## src/rtl/rps_pkg.sv

```systemverilog
package rps_pkg;
  typedef enum logic [2:0] {
    OP_NOP  = 3'd0,
    OP_INC  = 3'd1,
    OP_DEC  = 3'd2,
    OP_XCHG = 3'd3,
    OP_SPHL = 3'd4,
    OP_PCHL = 3'd5,
    OP_PUSH = 3'd6,
    OP_POP  = 3'd7
  } rps_op_e;

  typedef enum logic [2:0] {
    ST_IDLE    = 3'd0,
    ST_PUSH_HI = 3'd1,
    ST_PUSH_LO = 3'd2,
    ST_POP_LO  = 3'd3,
    ST_POP_HI  = 3'd4
  } rps_state_e;

  localparam int unsigned NUM_BYTE_REGS = 6;
  localparam logic [1:0]  PAIR_SP       = 2'd3;
endpackage

```

## src/rtl/rps_bank.sv

```systemverilog
module rps_bank
  import rps_pkg::*;
#(
  parameter int unsigned DW = 8,
  localparam int unsigned PW = 2 * DW
) (
  input  logic          clk,
  input  logic          byte_we,
  input  logic [2:0]    byte_sel,
  input  logic [DW-1:0] byte_data,
  input  logic          pair_we,
  input  logic [1:0]    pair_idx,
  input  logic [PW-1:0] pair_val,
  input  logic          xchg,
  output logic [PW-1:0] bc_q,
  output logic [PW-1:0] de_q,
  output logic [PW-1:0] hl_q
);
  logic [DW-1:0] r_q [NUM_BYTE_REGS];
  logic [DW-1:0] r_d [NUM_BYTE_REGS];
  logic          upd;

  assign upd = byte_we | pair_we | xchg;

  always_comb begin
    for (int i = 0; i < NUM_BYTE_REGS; i++) r_d[i] = r_q[i];
    if (xchg) begin
      r_d[2] = r_q[4];
      r_d[3] = r_q[5];
      r_d[4] = r_q[2];
      r_d[5] = r_q[3];
    end else if (pair_we && (pair_idx != PAIR_SP)) begin
      r_d[{pair_idx, 1'b0}] = pair_val[PW-1:DW];
      r_d[{pair_idx, 1'b1}] = pair_val[DW-1:0];
    end
    if (byte_we && (byte_sel < 3'(NUM_BYTE_REGS))) r_d[byte_sel] = byte_data;
  end

  for (genvar g = 0; g < NUM_BYTE_REGS; g++) begin : g_byte
    always_ff @(posedge clk) begin
      if (upd) r_q[g] <= r_d[g];
    end
  end

  assign bc_q = {r_q[0], r_q[1]};
  assign de_q = {r_q[2], r_q[3]};
  assign hl_q = {r_q[4], r_q[5]};
endmodule

```

## src/rtl/rps_ptrs.sv

```systemverilog
module rps_ptrs #(
  parameter int unsigned PW = 16
) (
  input  logic          clk,
  input  logic          rst_n,
  input  logic          sp_we,
  input  logic [PW-1:0] sp_nxt,
  input  logic          pc_we,
  input  logic [PW-1:0] pc_nxt,
  output logic [PW-1:0] sp_q,
  output logic [PW-1:0] pc_q
);
  always_ff @(posedge clk) begin
    if (sp_we) sp_q <= sp_nxt;
  end

  always_ff @(posedge clk or negedge rst_n) begin
    if (!rst_n)     pc_q <= '0;
    else if (pc_we) pc_q <= pc_nxt;
  end
endmodule

```

## src/rtl/rps_stack_fsm.sv

```systemverilog
module rps_stack_fsm
  import rps_pkg::*;
#(
  parameter int unsigned DW = 8,
  localparam int unsigned PW = 2 * DW
) (
  input  logic          clk,
  input  logic          rst_n,
  input  logic          start_push,
  input  logic          start_pop,
  input  logic [1:0]    pair_idx,
  input  logic [PW-1:0] sp,
  input  logic [PW-1:0] push_val,
  output logic [1:0]    idx_q,
  output logic [PW-1:0] mem_addr,
  output logic [DW-1:0] mem_wdata,
  output logic          mem_we,
  output logic          mem_re,
  output logic          pop_we,
  output logic [2:0]    pop_sel,
  output logic          sp_dec2,
  output logic          sp_inc2,
  output logic          busy,
  output logic          done
);
  rps_state_e state_q, state_d;
  logic       done_d;
  logic       idx_en;

  always_comb begin
    state_d = state_q;
    unique case (state_q)
      ST_IDLE: begin
        if (start_push)     state_d = ST_PUSH_HI;
        else if (start_pop) state_d = ST_POP_LO;
      end
      ST_PUSH_HI: state_d = ST_PUSH_LO;
      ST_POP_LO:  state_d = ST_POP_HI;
      default:    state_d = ST_IDLE;
    endcase
    done_d = (state_q == ST_PUSH_LO) || (state_q == ST_POP_HI);
    idx_en = (state_q == ST_IDLE) && (start_push || start_pop);
  end

  always_comb begin
    mem_addr  = '0;
    mem_wdata = '0;
    unique case (state_q)
      ST_PUSH_HI: begin mem_addr = sp - PW'(1); mem_wdata = push_val[PW-1:DW]; end
      ST_PUSH_LO: begin mem_addr = sp - PW'(2); mem_wdata = push_val[DW-1:0];  end
      ST_POP_LO:  mem_addr = sp;
      ST_POP_HI:  mem_addr = sp + PW'(1);
      default:    mem_addr = '0;
    endcase
  end

  assign mem_we  = (state_q == ST_PUSH_HI) || (state_q == ST_PUSH_LO);
  assign mem_re  = (state_q == ST_POP_LO)  || (state_q == ST_POP_HI);
  assign pop_we  = mem_re;
  assign pop_sel = {idx_q, state_q == ST_POP_LO};
  assign sp_dec2 = (state_q == ST_PUSH_LO);
  assign sp_inc2 = (state_q == ST_POP_HI);
  assign busy    = (state_q != ST_IDLE);

  always_ff @(posedge clk or negedge rst_n) begin
    if (!rst_n) begin
      state_q <= ST_IDLE;
      done    <= 1'b0;
    end else begin
      state_q <= state_d;
      done    <= done_d;
    end
  end

  always_ff @(posedge clk) begin
    if (idx_en) idx_q <= pair_idx;
  end

  AST_STROBE_EXCL: assert property (@(posedge clk) disable iff (!rst_n)
    !(mem_we && mem_re));
  AST_DONE_PULSE: assert property (@(posedge clk) disable iff (!rst_n)
    done |=> !done);
  AST_PUSH_ADDR_DOWN: assert property (@(posedge clk) disable iff (!rst_n)
    $rose(mem_we) |=> (mem_we && mem_addr == $past(mem_addr) - PW'(1)));
  AST_POP_ADDR_UP: assert property (@(posedge clk) disable iff (!rst_n)
    $rose(mem_re) |=> (mem_re && mem_addr == $past(mem_addr) + PW'(1)));
endmodule

```

## src/rtl/rps_top.sv

```systemverilog
module rps_top
  import rps_pkg::*;
#(
  parameter int unsigned DW = 8,
  localparam int unsigned PW = 2 * DW
) (
  input  logic          clk,
  input  logic          rst_n,
  input  logic          op_valid,
  input  logic [2:0]    op_code,
  input  logic [1:0]    pair_sel,
  input  logic          wr_en,
  input  logic [2:0]    wr_sel,
  input  logic [DW-1:0] wr_data,
  output logic [PW-1:0] mem_addr,
  output logic [DW-1:0] mem_wdata,
  input  logic [DW-1:0] mem_rdata,
  output logic          mem_we,
  output logic          mem_re,
  output logic          busy,
  output logic          done,
  output logic [PW-1:0] bc_q,
  output logic [PW-1:0] de_q,
  output logic [PW-1:0] hl_q,
  output logic [PW-1:0] sp_q,
  output logic [PW-1:0] pc_q
);
  logic          rst_meta, rst_sync;
  rps_op_e       op;
  logic          accept, is_sp;
  logic          do_inc, do_dec, do_xchg, do_sphl, do_pchl, do_push, do_pop;
  logic [PW-1:0] pair_cur, pair_step, push_val;
  logic [1:0]    fsm_idx;
  logic          pop_we, sp_dec2, sp_inc2, ext_wr;
  logic [2:0]    pop_sel, byte_sel;
  logic [DW-1:0] byte_data;
  logic          sp_we;
  logic [PW-1:0] sp_nxt;

  always_ff @(posedge clk or negedge rst_n) begin
    if (!rst_n) begin
      rst_meta <= 1'b0;
      rst_sync <= 1'b0;
    end else begin
      rst_meta <= 1'b1;
      rst_sync <= rst_meta;
    end
  end

  always_comb begin
    op      = rps_op_e'(op_code);
    accept  = op_valid && !busy;
    is_sp   = (pair_sel == PAIR_SP);
    do_inc  = accept && (op == OP_INC);
    do_dec  = accept && (op == OP_DEC);
    do_xchg = accept && (op == OP_XCHG);
    do_sphl = accept && (op == OP_SPHL);
    do_pchl = accept && (op == OP_PCHL);
    do_push = accept && (op == OP_PUSH) && !is_sp;
    do_pop  = accept && (op == OP_POP)  && !is_sp;
    unique case (pair_sel)
      2'd0:    pair_cur = bc_q;
      2'd1:    pair_cur = de_q;
      2'd2:    pair_cur = hl_q;
      default: pair_cur = sp_q;
    endcase
    pair_step = do_inc ? pair_cur + PW'(1) : pair_cur - PW'(1);
    unique case (fsm_idx)
      2'd0:    push_val = bc_q;
      2'd1:    push_val = de_q;
      default: push_val = hl_q;
    endcase
    ext_wr    = wr_en && !busy && !op_valid;
    byte_sel  = pop_we ? pop_sel : wr_sel;
    byte_data = pop_we ? mem_rdata : wr_data;
    sp_we     = ((do_inc || do_dec) && is_sp) || do_sphl || sp_dec2 || sp_inc2;
    if (sp_dec2)      sp_nxt = sp_q - PW'(2);
    else if (sp_inc2) sp_nxt = sp_q + PW'(2);
    else if (do_sphl) sp_nxt = hl_q;
    else              sp_nxt = pair_step;
  end

  rps_bank #(.DW(DW)) u_bank (
    .clk       (clk),
    .byte_we   (pop_we || ext_wr),
    .byte_sel  (byte_sel),
    .byte_data (byte_data),
    .pair_we   ((do_inc || do_dec) && !is_sp),
    .pair_idx  (pair_sel),
    .pair_val  (pair_step),
    .xchg      (do_xchg),
    .bc_q      (bc_q),
    .de_q      (de_q),
    .hl_q      (hl_q)
  );

  rps_ptrs #(.PW(PW)) u_ptrs (
    .clk    (clk),
    .rst_n  (rst_sync),
    .sp_we  (sp_we),
    .sp_nxt (sp_nxt),
    .pc_we  (do_pchl),
    .pc_nxt (hl_q),
    .sp_q   (sp_q),
    .pc_q   (pc_q)
  );

  rps_stack_fsm #(.DW(DW)) u_fsm (
    .clk        (clk),
    .rst_n      (rst_sync),
    .start_push (do_push),
    .start_pop  (do_pop),
    .pair_idx   (pair_sel),
    .sp         (sp_q),
    .push_val   (push_val),
    .idx_q      (fsm_idx),
    .mem_addr   (mem_addr),
    .mem_wdata  (mem_wdata),
    .mem_we     (mem_we),
    .mem_re     (mem_re),
    .pop_we     (pop_we),
    .pop_sel    (pop_sel),
    .sp_dec2    (sp_dec2),
    .sp_inc2    (sp_inc2),
    .busy       (busy),
    .done       (done)
  );

  AST_PUSH_SP_DOWN: assert property (@(posedge clk) disable iff (!rst_sync)
    (done && $past(mem_we)) |-> sp_q == $past(sp_q) - PW'(2));
  AST_POP_SP_UP: assert property (@(posedge clk) disable iff (!rst_sync)
    (done && $past(mem_re)) |-> sp_q == $past(sp_q) + PW'(2));
  AST_BUSY_PC_HOLD: assert property (@(posedge clk) disable iff (!rst_sync)
    busy |=> $stable(pc_q));
  AST_INC_BC: assert property (@(posedge clk) disable iff (!rst_sync)
    (op_valid && !busy && op_code == 3'd1 && pair_sel == 2'd0)
      |=> bc_q == $past(bc_q) + PW'(1));
endmodule

```

## config.mk

```make
export PLATFORM = sky130hd
export DESIGN_NAME = rps_top
export DESIGN_NICKNAME = d
export VERILOG_FILES = /design/src/rtl/rps_pkg.sv /design/src/rtl/rps_bank.sv /design/src/rtl/rps_ptrs.sv /design/src/rtl/rps_stack_fsm.sv /design/src/rtl/rps_top.sv
export SDC_FILE = /design/constraint.sdc
export NUM_CORES = 1
export LEC_CHECK = 0
export ABC_CLOCK_PERIOD_IN_PS = 6560
export BUFFER_PORTS_ARGS = -buffer_cell sky130_fd_sc_hd__buf_2
export CORE_MARGIN = 3
export CORE_UTILIZATION = 50
export CTS_CLUSTER_SIZE = 25
export DETAILED_ROUTE_END_ITERATION = 8
export PLACE_DENSITY_LB_ADDON = 0.08
export SETUP_SLACK_MARGIN = 0.15
export SYNTH_ARGS = -nofsm -noshare
export SYNTH_HDL_FRONTEND = slang
export SYNTH_SLANG_ARGS = --single-unit
export TNS_END_PERCENT = 5
```

## constraint.sdc

```tcl
create_clock -name clk -period 6.56 [get_ports clk]
set_clock_uncertainty 0.05 [all_clocks]
set_input_delay 1.312 -clock clk [delete_from_list [all_inputs] [get_ports clk]]
set_output_delay 1.312 -clock clk [all_outputs]
set_load 0.01 [all_outputs]
```

==> metrics.cfg <==
[placed_design]
portBuffers=135
placed_area_um2=8920
gp_congestion=0.970
dp_hpwl_um=21200
dpl.cell_count=1212
place_ws_ns=1.65

[finish]
share_of_the_core_filled_with_cells_in_the_final_layout=0.578
mostFrequentLayoutCell=buf_2
finalInstanceArea_um2=9220
areaGrowthSynthToFinish_pct=13.0
layout.cells.non_filler=1228
layout_common_cells=buf_2, nor2_1, edfxtp_1
finish.net_count=1067
antenna_diode_count=0
post_route_cells_drive_above_1_share=0.218

[synth]
post_synth.cell_area_avg_um2=8.87
synthesis.area_um2=8160
synth.yosys.warnings=0
synth_nets=980
share_of_the_yosys_chip_area_belonging_to_registers=0.310
yosys_most_used_dff=edfxtp_1
syn-instance-count=920
asyncSetResetFlopFracSynth=0.250
postSynthRegisterBits=88
synth_edf_count=66
netlist-cell-type-count=78

[pwr]
power_per_standard_cell_area_nw_per_um2=235
power_leakage_nw=3.62
design_power_total_mw=2.16
ir_drop_mv=0.175

[routing]
finalWirelength_um=29300
drcViolationCount=0
detail-route-antenna-nets=0
dr.first_iter.drc_count=1006
via_count=8217
detail_route.vias_per_cell=6.69
number_of_detailed_routing_iterations_run_before_antenna_repair=6
wire_per_inst_um=23.9

[outcome]
outcome=completed

[timing]
fin_worst_hold_slack_ns=0.262
worst-slew-pin-transition_ns=1.21
fmax_ghz=0.192
final_slew_viol_count=0
unrepaired_setup_endpoints_after_global_routing=no
fin_crit_ns=5.22
fin_ws_ns=1.34
final.setup.tns_ns=0
slew_limit_headroom=0.191
fin_crit_sh=0.795
report.final.setup_viol=0
finalHoldViolCount=0

[clocking]
postCtsSetupBuffers=0
postCtsResizedCells=0
worstSkewPairLatency_ns=0.37
cts.sinks=88
cts_root_buffer=clkbuf_16
ctsLongestPathBuffers=2
cts.hold.buffers_added=0
htree_levels=3
tritoncts_clock_tree=built
cts-buffers-inserted=9
clock_edge_transition_at_the_registers_on_the_reported_setup_and_hold_paths_ns=0.06

[critical_path]
worstReg2RegStart=u_fsm.state_q[1]$_DFFE_PN0P_
startpoint=u_fsm.state_q[1]$_DFFE_PN0P_
critPathKind=flip-flop to output port
crit_required_ns=5.20
worst_setup_path_start_kind=flip-flop
crit_path_max_fanout=18
worstPathArrival_ns=3.85
end_kind=output port

[global_route]
grt_pass1_wl_um=44300
grt_pass1_vias=7481
maximum_number_of_pins_on_one_net_before_global_route_repair=45
all_layer_global_routing_usage=0.323
global_route.overflow_total=0
antenna_found_initial=2

[die]
x_dimension_of_the_die_um=134
core_area_um2=15900
start_util=0.512
dieArea_um2=17900
floorplan.rows=46
height_of_the_die_um=134
ioPinCount=136

[flow_run]
cap_violations=0

[worst_hold_path]
hold_path_class=flip-flop to async pin

[where the power goes]
part | switching (mW) | total, mW | internal, mW
Clock | 0.234 | 0.526 | 0.292
Combinational | 0.460 | 0.799 | 0.338
Sequential | 0.132 | 0.840 | 0.708
Total | 0.827 | 2.16 | 1.34
[sequential cells by signal (all words and copies together), names as in the netlist]
| register | count |
|---|---|
| u_fsm.idx_q | 2 |
| u_fsm.done | 1 |
| u_ptrs.pc_q | 16 |
| u_fsm.state_q | 3 |
| rst_sync | 1 |
| u_ptrs.sp_q | 16 |
| u_bank.r_q | 48 |
| rst_meta | 1 |
[metal layers]
layer / GRT usage / up-vias / part of all wire
met3: 0.0889 / 80 / 0.11
li1: - / 3701 / -
met2: 0.481 / 531 / 0.44
met1: 0.444 / 3901 / 0.41
met4: 0.134 / 4 / 0.037
met5: 0.0306 / - / 0.0030
[path summary, 6_finish.rpt]
path,to,slack (ns),cells past startpoint
setup / recovery,mem_addr[10],1.34,11
hold / removal,u_fsm.done$_DFF_PN0_,0.26,0
setup reg to reg,u_bank.r_q[1][3]$_DFFE_PP_,2.39,7
hold reg to reg,u_fsm.done$_DFF_PN0_,0.26,0
max in group asynchronous,rst_meta$_DFF_PN0_,5.69,1
min in group clk,rst_sync$_DFF_PN0_,0.30,0
[Yosys cell counts, types with 10 or more instances]
cell / instances / area (um2)
o21ai_0: 53 / 265
a21o_1: 13 / 97.6
nor3_1: 27 / 135
nand2b_1: 12 / 75.1
o221ai_1: 10 / 87.6
o211ai_1: 15 / 113
nor2_1: 106 / 398
xnor2_1: 22 / 193
clkbuf_1: 50 / 188
nand3_1: 26 / 130
ha_1: 30 / 375
a221oi_1: 15 / 131
nor2b_1: 18 / 113
inv_1: 17 / 63.8
mux2_2: 20 / 225
mux4_2: 16 / 360
o22ai_1: 14 / 87.6
xor2_1: 15 / 131
dfrtp_1: 22 / 551
a211oi_1: 24 / 180
edfxtp_1: 66 / 1980
mux2i_1: 41 / 410
nand2_1: 64 / 240
a22oi_1: 17 / 128
a21oi_1: 49 / 245
[logic make-up after synthesis]
| group | Yosys count | share of synthesized area |
|---|---|---|
| DFF | 88 | 0.310 |
| xor gates and xnor gates | 37 | 0.0397 |
| AOI/OAI and AO/OA | 282 | 0.243 |
| buffers and inverters | 89 | 0.0451 |
| and+or+nand+nor | 314 | 0.188 |
| adders and majority gates | 32 | 0.0509 |
| other | 1 | 0.000459 |
| muxes | 77 | 0.122 |
[layout make-up]
type	count	area (um2)
inverters	18	67.6
fillers	1462	6720
well taps	216	270
repair buffers	147	766
flip-flops and latches	88	2530
clock buffers	11	264
multi-input cells	743	5280
clock inverters	5	37.5
[critical path, cell delays in order (launching register included)]
cell and delay [ns]:
dfrtp_1 0.56, or3b_1 0.74, buf_4 0.34, inv_1 0.11
fa_1 0.22, nor2b_1 0.07, o31a_1 0.28, o2111ai_1 0.37
a21boi_0 0.19, o21a_1 0.20, o32ai_1 0.24, buf_2 0.18
Note: power is estimated with default switching activity, not from simulation.
